## config.mk

```make
export PLATFORM = sky130hd
export DESIGN_NAME = daisy_diag_reader
export DESIGN_NICKNAME = d
export VERILOG_FILES = /design/src/rtl/daisy_diag_pkg.sv /design/src/rtl/daisy_diag_seq.sv /design/src/rtl/daisy_diag_chip.sv /design/src/rtl/daisy_diag_reader.sv
export SDC_FILE = /design/constraint.sdc
export NUM_CORES = 1
export LEC_CHECK = 0
export BUFFER_PORTS_ARGS = -buffer_cell sky130_fd_sc_hd__clkbuf_2
export CORE_ASPECT_RATIO = 1.4
export CORE_UTILIZATION = 60
export CTS_CLUSTER_SIZE = 12
export DETAILED_ROUTE_END_ITERATION = 8
export MAX_ROUTING_LAYER = met4
export PLACE_DENSITY = 0.8
export SLEW_MARGIN = 10
export SYNTH_ARGS = -nofsm -noshare
export SYNTH_HDL_FRONTEND = slang
export SYNTH_SLANG_ARGS = --single-unit
```

## constraint.sdc

```tcl
create_clock -name clk -period 8.1 [get_ports clk]
set_input_delay 1.62 -clock clk [delete_from_list [all_inputs] [get_ports clk]]
set_output_delay 1.62 -clock clk [all_outputs]
set_load 0.005 [all_outputs]
```

## src/rtl/daisy_diag_pkg.sv

```systemverilog
package daisy_diag_pkg;

   typedef enum logic {SEQ_IDLE, SEQ_RUN} seq_state_t;

   // 5-bit checksum, polynomial x^5+x^4+x^2+1, zero seed, MSB first
   function automatic logic [4:0] crc5_of(input logic [7:0] d);
      logic [4:0] c;
      logic       fb;
      c = 5'd0;
      for (int b = 7; b >= 0; b--) begin
         fb = c[4] ^ d[b];
         c  = {c[3:0], 1'b0} ^ (fb ? 5'b10101 : 5'b00000);
      end
      return c;
   endfunction

endpackage

```

## src/rtl/daisy_diag_seq.sv

```systemverilog
module daisy_diag_seq
   import daisy_diag_pkg::*;
#(
   parameter int FRAME_W = 64,
   parameter int CLKDIV  = 2
) (
   input  logic               clk,
   input  logic               rst_n,
   input  logic               start,
   input  logic               long_mode,
   input  logic               miso,
   output logic               sclk,
   output logic               cs_n,
   output logic               long_q,
   output logic               frame_end,
   output logic [FRAME_W-1:0] frame
);
   localparam int BW = $clog2(FRAME_W + 1);
   localparam int DW = $clog2(CLKDIV + 1);
   localparam logic [BW-1:0] LEN_LONG  = BW'(FRAME_W);
   localparam logic [BW-1:0] LEN_SHORT = BW'(FRAME_W / 2);
   localparam logic [DW-1:0] DIV_LAST  = DW'(CLKDIV - 1);

   seq_state_t    state;
   logic [DW-1:0] div;
   logic [BW-1:0] nbits;
   logic [BW-1:0] target;

   assign target = long_q ? LEN_LONG : LEN_SHORT;

   always_ff @(posedge clk or negedge rst_n) begin
      if (!rst_n) begin
         state     <= SEQ_IDLE;
         sclk      <= 1'b0;
         cs_n      <= 1'b1;
         div       <= '0;
         nbits     <= '0;
         long_q    <= 1'b0;
         frame_end <= 1'b0;
         frame     <= '0;
      end else begin
         frame_end <= 1'b0;
         case (state)
            SEQ_IDLE: begin
               if (start) begin
                  state  <= SEQ_RUN;
                  cs_n   <= 1'b0;
                  long_q <= long_mode;
                  div    <= '0;
                  nbits  <= '0;
               end
            end
            default: begin
               if (div == DIV_LAST) begin
                  div <= '0;
                  if (!sclk) begin
                     sclk  <= 1'b1;
                     frame <= {frame[FRAME_W-2:0], miso};
                     nbits <= nbits + 1'b1;
                  end else begin
                     sclk <= 1'b0;
                     if (nbits == target) begin
                        cs_n      <= 1'b1;
                        state     <= SEQ_IDLE;
                        frame_end <= 1'b1;
                     end
                  end
               end else begin
                  div <= div + 1'b1;
               end
            end
         endcase
      end
   end
endmodule

```

## src/rtl/daisy_diag_chip.sv

```systemverilog
module daisy_diag_chip
   import daisy_diag_pkg::*;
(
   input  logic       long_mode,
   input  logic       ignore_uv,
   input  logic [7:0] data,
   input  logic [7:0] status,
   input  logic       pin,
   output logic [7:0] bits,
   output logic       fault,
   output logic       crc_bad,
   output logic       hot,
   output logic       uv_a,
   output logic       uv_w
);
   always_comb begin
      crc_bad = long_mode && (status[7:3] != crc5_of(data));
      hot     = long_mode && status[1];
      uv_a    = long_mode && !ignore_uv && !status[2];
      uv_w    = long_mode && !ignore_uv && !status[0];
      fault   = crc_bad || hot || uv_a || (pin && !ignore_uv);
      bits    = fault ? 8'h00 : data;
   end
endmodule

```

## src/rtl/daisy_diag_reader.sv

```systemverilog
module daisy_diag_reader
   import daisy_diag_pkg::*;
#(
   parameter int NCHIPS         = 4,
   parameter int CLKDIV         = 2,
   parameter bit FAULT_PER_CHIP = 1'b1
) (
   input  logic                                   clk,
   input  logic                                   rst_n,
   input  logic                                   start,
   input  logic                                   long_mode,
   input  logic                                   ignore_uv,
   input  logic [(FAULT_PER_CHIP ? NCHIPS : 1)-1:0] fault_pin,
   input  logic                                   miso,
   output logic                                   sclk,
   output logic                                   cs_n,
   output logic [8*NCHIPS-1:0]                    in_bits,
   output logic [NCHIPS-1:0]                      chip_fault,
   output logic [NCHIPS-1:0]                      crc_err,
   output logic [NCHIPS-1:0]                      over_temp,
   output logic [NCHIPS-1:0]                      uv_alarm,
   output logic [NCHIPS-1:0]                      uv_warn,
   output logic                                   done
);
   localparam int FRAME_W = 16 * NCHIPS;

   if (NCHIPS < 1) begin : g_bad_n
      $error("NCHIPS must be at least 1");
   end
   if (CLKDIV < 1) begin : g_bad_div
      $error("CLKDIV must be at least 1");
   end

   logic               long_q, frame_end;
   logic [FRAME_W-1:0] frame;

   daisy_diag_seq #(.FRAME_W(FRAME_W), .CLKDIV(CLKDIV)) u_seq (
      .clk(clk), .rst_n(rst_n), .start(start), .long_mode(long_mode),
      .miso(miso), .sclk(sclk), .cs_n(cs_n), .long_q(long_q),
      .frame_end(frame_end), .frame(frame)
   );

   logic [8*NCHIPS-1:0] bits_d;
   logic [NCHIPS-1:0]   fault_d, crc_d, hot_d, uva_d, uvw_d;

   for (genvar i = 0; i < NCHIPS; i++) begin : g_chip
      logic [7:0] data_b, stat_b;
      logic       pin_b;
      assign data_b = long_q ? frame[(2*NCHIPS-1-2*i)*8 +: 8]
                             : frame[(NCHIPS-1-i)*8 +: 8];
      assign stat_b = frame[(2*NCHIPS-2-2*i)*8 +: 8];
      if (FAULT_PER_CHIP) begin : g_own_pin
         assign pin_b = fault_pin[i];
      end else begin : g_shared_pin
         assign pin_b = fault_pin[0];
      end
      daisy_diag_chip u_dec (
         .long_mode(long_q), .ignore_uv(ignore_uv), .data(data_b),
         .status(stat_b), .pin(pin_b), .bits(bits_d[8*i +: 8]),
         .fault(fault_d[i]), .crc_bad(crc_d[i]), .hot(hot_d[i]),
         .uv_a(uva_d[i]), .uv_w(uvw_d[i])
      );
   end

   always_ff @(posedge clk or negedge rst_n) begin
      if (!rst_n) begin
         in_bits    <= '0;
         chip_fault <= '0;
         crc_err    <= '0;
         over_temp  <= '0;
         uv_alarm   <= '0;
         uv_warn    <= '0;
         done       <= 1'b0;
      end else begin
         done <= frame_end;
         if (frame_end) begin
            in_bits    <= bits_d;
            chip_fault <= fault_d;
            crc_err    <= crc_d;
            over_temp  <= hot_d;
            uv_alarm   <= uva_d;
            uv_warn    <= uvw_d;
         end
      end
   end
endmodule

```

# Yosys cells after proc, flatten, opt, wreduce, memory -nomap -nowiden
# Cells that the tools add are included.
# totals
input_bits	10
register_bits	131
word_cells	196
# op_classes
n_eq_ne	10
reduce_logical	48
n_bitwise	58
add_sub_neg	2
muxes	63
# ops
operator	n
two-way mux 5 bit	32
bitwise XOR 5 bit	28
two-way mux 8 bit	8
two-way mux 7 bit	5
bitwise XOR 1 bit	28
logical AND 1 bit	21
!= test 5 bit	4
two-way mux 1 bit	15
logical OR 1 bit	12
zero test 1 bit	9
adder 7 x 1 -> 7 bit, second input constant	1
equality test 7 bit	1
two-way mux 2 bit	3
!= test 2 bit, second input constant	3
AND reduction 3 bit	2
AND reduction 2 bit	2
AND reduction 4 bit	1
adder 2 x 1 -> 2 bit, second input constant	1
equality test 2 x 1 -> 1 bit, second input constant	1
!= test 2 x 1 -> 1 bit, second input constant	1
inverter 1 bit	2
nonzero test 2 bit	1

# Depth between registers and ports, before layout
# Gate-level depths: netlist of the first run.
# logic_depth
depth_word	29
depth_mapped	9
depth_no_buf	7

# By module
# Synthesis of the first run repeated with hierarchy kept, for this count alone.
# hier_totals
hier_cells	669
area_unflattened_um2	7055.5
# modules_own_cells
module	cells_per_inst	area_per_inst_um2	instances
daisy_diag_seq	334	3070.4	1
daisy_diag_reader	147	2623.8	1
daisy_diag_chip	47	340.3	4

# Worst setup path after synthesis of the first run
# OpenSTA, ideal clock, no wires.
# synth_path
path_kind	input port to flip-flop
from	in ignore_uv
to	reg in_bits[16]
stages	5
t_arrival_ps	2759
setup_time_ps	67
path_buffers	0
setup_slack_ps	5274
cell_sequence	clkinv_1 a21o_1 nand2b_1 a2111oi_4 a221o_1
# synth_via
elab_chain_len	6
elab_cells_between_ends	7
# synth_rtl
item	line_no	source
start, declared	daisy_diag_reader.sv:12	input logic ignore_uv,
zero test 1 bit *	daisy_diag_chip.sv:19, daisy_diag_chip.sv:21	
logical AND 1 bit (2 in a row)	daisy_diag_chip.sv:19	uv_a = long_mode && !ignore_uv && !status[2];
logical OR 1 bit	daisy_diag_chip.sv:21	fault = crc_bad || hot || uv_a || (pin && !ignore_uv);
logical OR 1 bit *	daisy_diag_chip.sv:21	
two-way mux 8 bit *	daisy_diag_chip.sv:22	bits = fault ? 8'h00 : data;
end signal, assigned	daisy_diag_reader.sv:77	in_bits <= bits_d;
end, declared	daisy_diag_reader.sv:17	output logic [8*NCHIPS-1:0] in_bits,
# Mark *: on every way between the ends. The rest lies on a longest branch, timed or not.
# A chain may end at the register's enable or synchronous reset.

# Worst setup path in the final report of the first run
# layout_path
from	reg u_seq.long_q
to	reg chip_fault[0]
# layout_via
elab_chain_len	28
elab_cells_between_ends	31
# layout_rtl
item	line_no	source
start, declared	daisy_diag_seq.sv:14	output logic long_q,
start signal, assigned	daisy_diag_seq.sv:48	long_q <= long_mode;
two-way mux 8 bit	daisy_diag_reader.sv:49	assign data_b = long_q ? frame[(2*NCHIPS-1-2*i)*8 +: 8]
two-way mux 5 bit	daisy_diag_pkg.sv:12	c = {c[3:0], 1'b0} ^ (fb ? 5'b10101 : 5'b00000);
bitwise XOR 1 bit	daisy_diag_pkg.sv:11	fb = c[4] ^ d[b];
two-way mux 5 bit	daisy_diag_pkg.sv:12	
bitwise XOR 5 bit	daisy_diag_pkg.sv:12	
bitwise XOR 1 bit	daisy_diag_pkg.sv:11	
two-way mux 5 bit	daisy_diag_pkg.sv:12	
bitwise XOR 5 bit	daisy_diag_pkg.sv:12	
[11 not listed]	-	
bitwise XOR 5 bit	daisy_diag_pkg.sv:12	
bitwise XOR 1 bit	daisy_diag_pkg.sv:11	
two-way mux 5 bit	daisy_diag_pkg.sv:12	
bitwise XOR 5 bit	daisy_diag_pkg.sv:12	
!= test 5 bit	daisy_diag_chip.sv:17	crc_bad = long_mode && (status[7:3] != crc5_of(data));
logical AND 1 bit	daisy_diag_chip.sv:17	
logical OR 1 bit	daisy_diag_chip.sv:21	
logical OR 1 bit * (2 in a row)	daisy_diag_chip.sv:21	
end signal, assigned	daisy_diag_reader.sv:78	chip_fault <= fault_d;
end, declared	daisy_diag_reader.sv:18	output logic [NCHIPS-1:0] chip_fault,
# Marks and branches as above.

==> results.json, run 1 <==
{
  "status": "complete, no violations",
  "grt_first_pass_wirelength_um": 26800,
  "cts.hold.buffers_added": 0,
  "tns_ps": 0,
  "hp-class": "reg -> reg",
  "post_cts_buffers": 0,
  "syn-cell-area_mm2": 0.00712,
  "p_sw_frac": 0.368,
  "place.gp.congestion": 0.845,
  "worstSetupPathType": "reg -> reg",
  "slowest_delay_ps": 520,
  "switching_power_w": 0.00107,
  "ctsResizeCount": 0,
  "n_antenna_cell": 0,
  "power_w": 0.00291,
  "die_area_mm2": 0.0123,
  "min_period_ps": 3130,
  "yosysSeqAreaShare": 0.461,
  "crit_chain": "buf_4 > nor2_1 > mux2_2 > o21a_1 > or4_4 > a211oi_4 > or2_1 > a41oi_1",
  "yosysUniqueCellTypes": 62,
  "holdPathStages": 2,
  "cap_violations": 0,
  "cp_data_required_time_ps": 8320,
  "vias_per_cell": 6.07,
  "finalSetupViolCount": 0,
  "clock_latency_ps": 420,
  "antenna_left": 0,
  "clockPowerShare": 0.288,
  "cp-end-kind": "flop",
  "grt_pass1_vias": 5136,
  "p_per_area_mw_per_mm2": 360,
  "antenna_found_initial": 0,
  "cts-root-buf": "clkbuf_16",
  "hold_viol_final": 0,
  "slew_headroom": 0.340,
  "rr_worst_depth": 8,
  "finalWirelength_um": 16500,
  "arrival_ps": 3350,
  "skew_ps": 5.45,
  "r2r_slack_ps": 4970,
  "p_int_w": 0.00184,
  "met3_usage": 0.0689,
  "fmax_mhz": 319,
  "cts_htree_levels": 4,
  "dieWidth_um": 94.1,
  "cp_num_buf_inv": 1,
  "slew_violations": 0,
  "clockBufferDepth": 2,
  "row_count": 46,
  "clkTransAtPathRegs_ps": 60,
  "leakage_nw": 3.76,
  "tritoncts": "built",
  "yosys_warnings": 0,
  "gr-max-usage-layer": "met2",
  "critPathMaxFanout": 54,
  "grt.overflow.total": 0,
  "nNetsFinal": 696,
  "min_period_over_period": 0.387,
  "reg2reg_from": "u_seq.long_q$_DFFE_PN0P_",
  "tightest_slew_ps": 988,
  "num_io_pins": 65,
  "syn_area_per_cell_um2": 11.1,
  "dp_hpwl_um": 11000,
  "core_mm2": 0.0115,
  "crit_family": "simple AND/OR/NAND/NOR gates",
  "r2r_end": "chip_fault[0]$_DFFE_PN0P_",
  "combPwrFrac": 0.396,
  "wl_per_cell_um": 19.7,
  "met2_usage": 0.491,
  "rsz0062_at_grt": "no",
  "port_buffers": 64,
  "grt_usage": 0.302,
  "cp_slowest_cell": "or4_4",
  "synth_edf_count": 0,
  "cts-buffers-inserted": 17,
  "ys_async_sr_fraction": 1.00,
  "grt_max_degree": 89,
  "min-delay-start": "in_bits[3]$_DFFE_PN0P_",
  "crit_path_start": "u_seq.long_q$_DFFE_PN0P_",
  "min_to": "in_bits[3]$_DFFE_PN0P_",
  "drive_above_1_share": 0.240,
  "area_growth_pct": 13.6,
  "ys_ff_latch": 131,
  "start_util": 0.622,
  "dr.pass1.iters": 5,
  "synthCells": 642,
  "syn_nets": 654,
  "route.detailed.drc": 0,
  "vias": 5098,
  "ys.flop_type": "dfrtp_1",
  "met1_usage": 0.369,
  "drt_iter0_drc": 357,
  "start_kind": "flop",
  "peakVddDrop_mv": 0.339,
  "die_h_um": 131,
  "numClockSinks": 131,
  "seqPwrFrac": 0.317
}
==> tightest hold or removal path: cells and delay by family, from the launching register on <==
family,cells,cell delay (ps)
flops,1,340
simple gates,1,60
compound gates,1,50
==> how the worst max path moves through the flow <==
stage | to | cells after the start
3_5_place_dp | chip_fault[0]$_DFFE_PN0P_ | 4
3_3_place_gp | chip_fault[0]$_DFFE_PN0P_ | 5
4_1_cts | chip_fault[0]$_DFFE_PN0P_ | 8
2_1_floorplan | in_bits[16]$_DFFE_PN0P_ | 5
6_report | chip_fault[0]$_DFFE_PN0P_ | 8
5_1_grt | chip_fault[0]$_DFFE_PN0P_ | 8
==> metal layers <==
layer | vias to the layer above | routed length (um)
li1 | 2350 | -
met1 | 2568 | 6880
met2 | 143 | 8540
met3 | 37 | 655
met4 | 0 | 435
met5 | - | 0
==> synthesized netlist by cell type (3+ instances only) <==
master     instances  area, um^2
nand2_1           49         184
nand4_1            5        31.3
dfrtp_1          130        3250
clkbuf_1          24        90.1
inv_1             24        90.1
xor2_1            23         201
nand3_1           14        70.1
a32oi_1            8        70.1
or2_2              3        18.8
xnor2_1           52         455
mux2_2            49         552
and3_1             5        31.3
nor2_1            23        86.3
nor2b_1            3        18.8
a21o_1             3        22.5
xnor3_1           14         315
a22oi_1            8        60.1
a21oi_1            7        35.0
mux2i_1           24         240
nand2b_1           4        25.0
o2111ai_1          8        70.1
a221o_1           16         160
buf_2              9        45.0
buf_4              3        22.5
and2_1            17         106
o31ai_1           10        75.1
o21ai_0           48         240
buf_1              5        18.8
o21ai_1            3        15.0
buf_6              3        33.8
nor3_1             9        45.0
==> area by class of cell <==
class | instances | area [um^2]
clock buffers | 17 | 425
clock inverters | 14 | 211
fillers | 801 | 3370
inverters | 27 | 101
multi-input cells | 439 | 3530
flip-flops and latches | 131 | 3280
well taps | 144 | 180
repair buffers | 68 | 353
==> cell usage in the layout, fill, tap and decap left out, types with 4 or more instances in the layout <==
cell         n
buf_4        5
bufinv_16    5
inv_1       24
a221o_1     16
clkbuf_2    63
nor2_1      22
o31ai_1     10
o21ai_0     48
and3_1       5
and2_1      17
clkbuf_16   17
mux2i_1     24
a22oi_1      8
o2111ai_1    8
nand4_1      5
xnor2_1     52
a21oi_1      6
xnor3_1     14
xor2_1      23
nor3_1       9
a32oi_1      8
nand2b_1     4
clkinv_2     4
nand3_1     14
dfrtp_1    129
nand2_1     49
mux2_2      49
==> sequential cells by signal (all words and copies together) (netlist names) <==
signal and flops:
chip_fault 4, crc_err 4, done 1, in_bits 32, over_temp 4, u_seq.cs_n 1
u_seq.div 2, u_seq.frame 64, u_seq.frame_end 1, u_seq.long_q 1, u_seq.nbits 7, u_seq.sclk 1
u_seq.state 1, uv_alarm 4, uv_warn 4
==> cell families after synthesis <==
| kind of cell | count (synthesis) | synth area share |
|---|---|---|
| xor gates and xnor gates | 91 | 0.143 |
| muxes | 77 | 0.122 |
| and+or+nand+nor | 141 | 0.0981 |
| adders and majority gates | 2 | 0.00351 |
| AOI/OAI and AO/OA | 128 | 0.128 |
| DFF | 131 | 0.461 |
| buffers and inverters | 72 | 0.0445 |
==> power groups by stage <==
| stage | sequential (W) | combinational (W) | clock, W |
|---|---|---|---|
| 6_report | 0.000922 | 0.00115 | 0.000836 |
| 5_1_grt | 0.000939 | 0.00124 | 0.000875 |
| 4_1_cts | 0.000921 | 0.00115 | 0.000844 |
| 3_5_place_dp | 0.000930 | 0.00112 | 0 |
| 3_3_place_gp | 0.000925 | 0.00109 | 0 |
| 2_1_floorplan | 0.000856 | 0.000946 | 0 |
==> through the flow <==
stage | instance area, um^2 | utilization | hold slack, ps | instances | worst slack (ps)
floorplan | 7120 | - | 352 | 642 | 5270
global placement | 7450 | 0.650 | 464 | 809 | 4750
detailed placement | 7450 | 0.650 | 471 | 809 | 4560
CTS | 8080 | 0.706 | 483 | 840 | 5000
global route | 8090 | 0.706 | 495 | 840 | 4880
finish | 8090 | 0.706 | 480 | 840 | 4970
Note: power is estimated with default switching activity, not from simulation.
==> inputs of run 2 (changes only) <==
- CORE_UTILIZATION: 60 -> 54
- PLACE_DENSITY: 0.8 -> 0.76
- clock period: 8.1 -> 2.7 ns (I/O delays scaled with it)
==> results.json, run 2 (synthesis results as in run 1) <==
{
  "cts-root-buf": "clkbuf_16",
  "slew_violations": 0,
  "cp_num_buf_inv": 1,
  "hp-class": "in -> async",
  "dr.pass1.iters": 5,
  "vias_per_cell": 6.03,
  "drt_iter0_drc": 392,
  "cts.hold.buffers_added": 0,
  "clockPowerShare": 0.268,
  "arrival_ps": 2890,
  "min_period_ps": 2550,
  "reg2reg_from": "u_seq.frame[27]$_DFFE_PN0P_",
  "die_h_um": 138,
  "p_per_area_mw_per_mm2": 1060,
  "leakage_nw": 3.92,
  "peakVddDrop_mv": 0.821,
  "finalSetupViolCount": 0,
  "final_common_cell": "dfrtp_1",
  "route.detailed.drc": 0,
  "clkTransAtPathRegs_ps": 60,
  "reg_top3": "u_seq.frame (64), in_bits (32), u_seq.nbits (7)",
  "largest-register": "u_seq.frame",
  "skew_ps": 7.24,
  "fillers": 1000,
  "cts_htree_levels": 4,
  "multi_input_area_mm2": 0.00354,
  "combPwrFrac": 0.429,
  "row_count": 49,
  "num_io_pins": 65,
  "min_period_over_period": 0.945,
  "slowest_delay_ps": 520,
  "r2r_end": "in_bits[4]$_DFFE_PN0P_",
  "clock_latency_ps": 410,
  "place.gp.congestion": 0.900,
  "place_area_mm2": 0.00771,
  "nNetsFinal": 727,
  "crit_family": "simple AND/OR/NAND/NOR gates",
  "rr_worst_depth": 8,
  "status": "complete, no violations",
  "final_util": 0.649,
  "clockBufferDepth": 2,
  "p_int_w": 0.00556,
  "cp_data_required_time_ps": 3040,
  "slew_headroom": 0.475,
  "core_mm2": 0.0129,
  "tritoncts": "built",
  "switching_power_w": 0.00329,
  "hold_viol_final": 0,
  "worstSetupPathType": "reg -> reg",
  "antenna_left": 0,
  "grt_first_pass_wirelength_um": 28300,
  "fin_cells": 881,
  "holdWs_ps": 160,
  "critPathMaxFanout": 8,
  "vias": 5309,
  "tns_ps": 0,
  "grt.overflow.total": 0,
  "n_antenna_cell": 0,
  "mostFrequentLayoutCells": "dfrtp_1, clkbuf_2, xnor2_1",
  "grt_max_degree": 92,
  "fmax_mhz": 392,
  "drive_above_1_share": 0.273,
  "cap_violations": 0,
  "tightest_slew_ps": 787,
  "final_cell_area_mm2": 0.00835,
  "seqPwrFrac": 0.304,
  "finalWirelength_um": 17100,
  "grt_usage": 0.280,
  "antenna_found_initial": 0,
  "r2r_slack_ps": 150,
  "numClockSinks": 131,
  "wl_per_cell_um": 19.4,
  "cp_slowest_cell": "or4_4",
  "die_area_mm2": 0.0137,
  "dp_hpwl_um": 11900,
  "largest_reg_flops": 64,
  "area_growth_pct": 17.3,
  "seqCellArea_mm2": 0.00328,
  "rsz0062_at_grt": "no",
  "cts-buffers-inserted": 17,
  "dieWidth_um": 99.0,
  "grt_pass1_vias": 5528,
  "start_util": 0.553,
  "crit_chain": "xnor2_2 > mux2_2 > o21a_1 > or4_4 > a211oi_4 > buf_4 > o2111ai_1 > nand2_1",
  "port_buffers": 64,
  "p_sw_frac": 0.372,
  "cp-end-kind": "flop",
  "start_kind": "flop",
  "placed_cells": 847
}
[run 2: cell count changes in the layout (fill, tap and decap cells not counted)]
cell        before  now
clkinv_4         2    3
inv_6            1    3
xnor2_1         52   51
a21oi_2          2    1
buf_12           0    3
bufinv_16        5    3
clkinv_2         4    2
buf_4            5   32
xnor2_2          0    1
clkbuf_8         0    1
clkinvlp_4       2    3
a21oi_1          6    7
buf_6            0    1
[run 2: worst max-delay path by stage]
stage / to / depth (start not counted) / start / slack (ps)
floorplan: chip_fault[0]$_DFFE_PN0P_ / 8 / u_seq.frame[27]$_DFFE_PN0P_ / 150
global route: in_bits[17]$_DFFE_PN0P_ / 9 / u_seq.frame[27]$_DFFE_PN0P_ / 40
finish: in_bits[4]$_DFFE_PN0P_ / 8 / u_seq.frame[27]$_DFFE_PN0P_ / 150
detailed placement: in_bits[4]$_DFFE_PN0P_ / 8 / u_seq.frame[27]$_DFFE_PN0P_ / 90
CTS: in_bits[4]$_DFFE_PN0P_ / 8 / u_seq.frame[27]$_DFFE_PN0P_ / 60
global placement: in_bits[3]$_DFFE_PN0P_ / 8 / u_seq.frame[27]$_DFFE_PN0P_ / 100
[run 2: power groups by stage]
stage	clock network, W	logic [W]	registers (W)
final	0.00237	0.00379	0.00269
after global routing	0.00249	0.00408	0.00273
after CTS	0.00240	0.00377	0.00268
after detailed placement	0	0.00374	0.00270
after global placement	0	0.00360	0.00268
after floorplan	0	0.00284	0.00257
[run 2: cell type report]
cell class | instances | share of cell area
flip-flops and latches | 131 | 0.393
multi-input cells | 439 | 0.424
clock buffers | 18 | 0.0526
repair buffers | 99 | 0.0750
inverters | 27 | 0.0121
clock inverters | 14 | 0.0210
well taps | 153 | 0.0229
[run 2: layer usage]
| metal | GRT usage | share of wire | up-vias | wire (um) |
|---|---|---|---|---|
| li1 | - | - | 2411 | - |
| met1 | 0.323 | 0.39 | 2646 | 6730 |
| met2 | 0.476 | 0.53 | 203 | 8990 |
| met3 | 0.0494 | 0.048 | 49 | 821 |
| met4 | 0.132 | 0.033 | 0 | 571 |
| met5 | - | 0 | - | 0 |
[run 2: worst register-to-register path, cell delays in order (launching register included)]
cell       delay (ps)
dfrtp_1           410
xnor2_2           280
mux2_2            410
o21a_1            210
or4_4             530
a211oi_4          250
buf_4             200
o2111ai_1         120
nand2_1           100
[run 2: metrics by stage]
stage          setup slack [ps]  total power (W)
3_5_place_dp               93.3          0.00645
3_3_place_gp               95.4          0.00629
2_1_floorplan               150          0.00541
5_1_grt                    42.1          0.00930
6_report                    147          0.00885
4_1_cts                    61.1          0.00886
[run 2: repair_timing]
| item | 4_1_cts | 5_1_grt |
|---|---|---|
| gates resized for setup | 0 | 2 |
| hold endpoints to repair | 0 | 0 |
| buffers inserted | 0 | 2 |
| setup endpoints to repair | 0 | 27 |
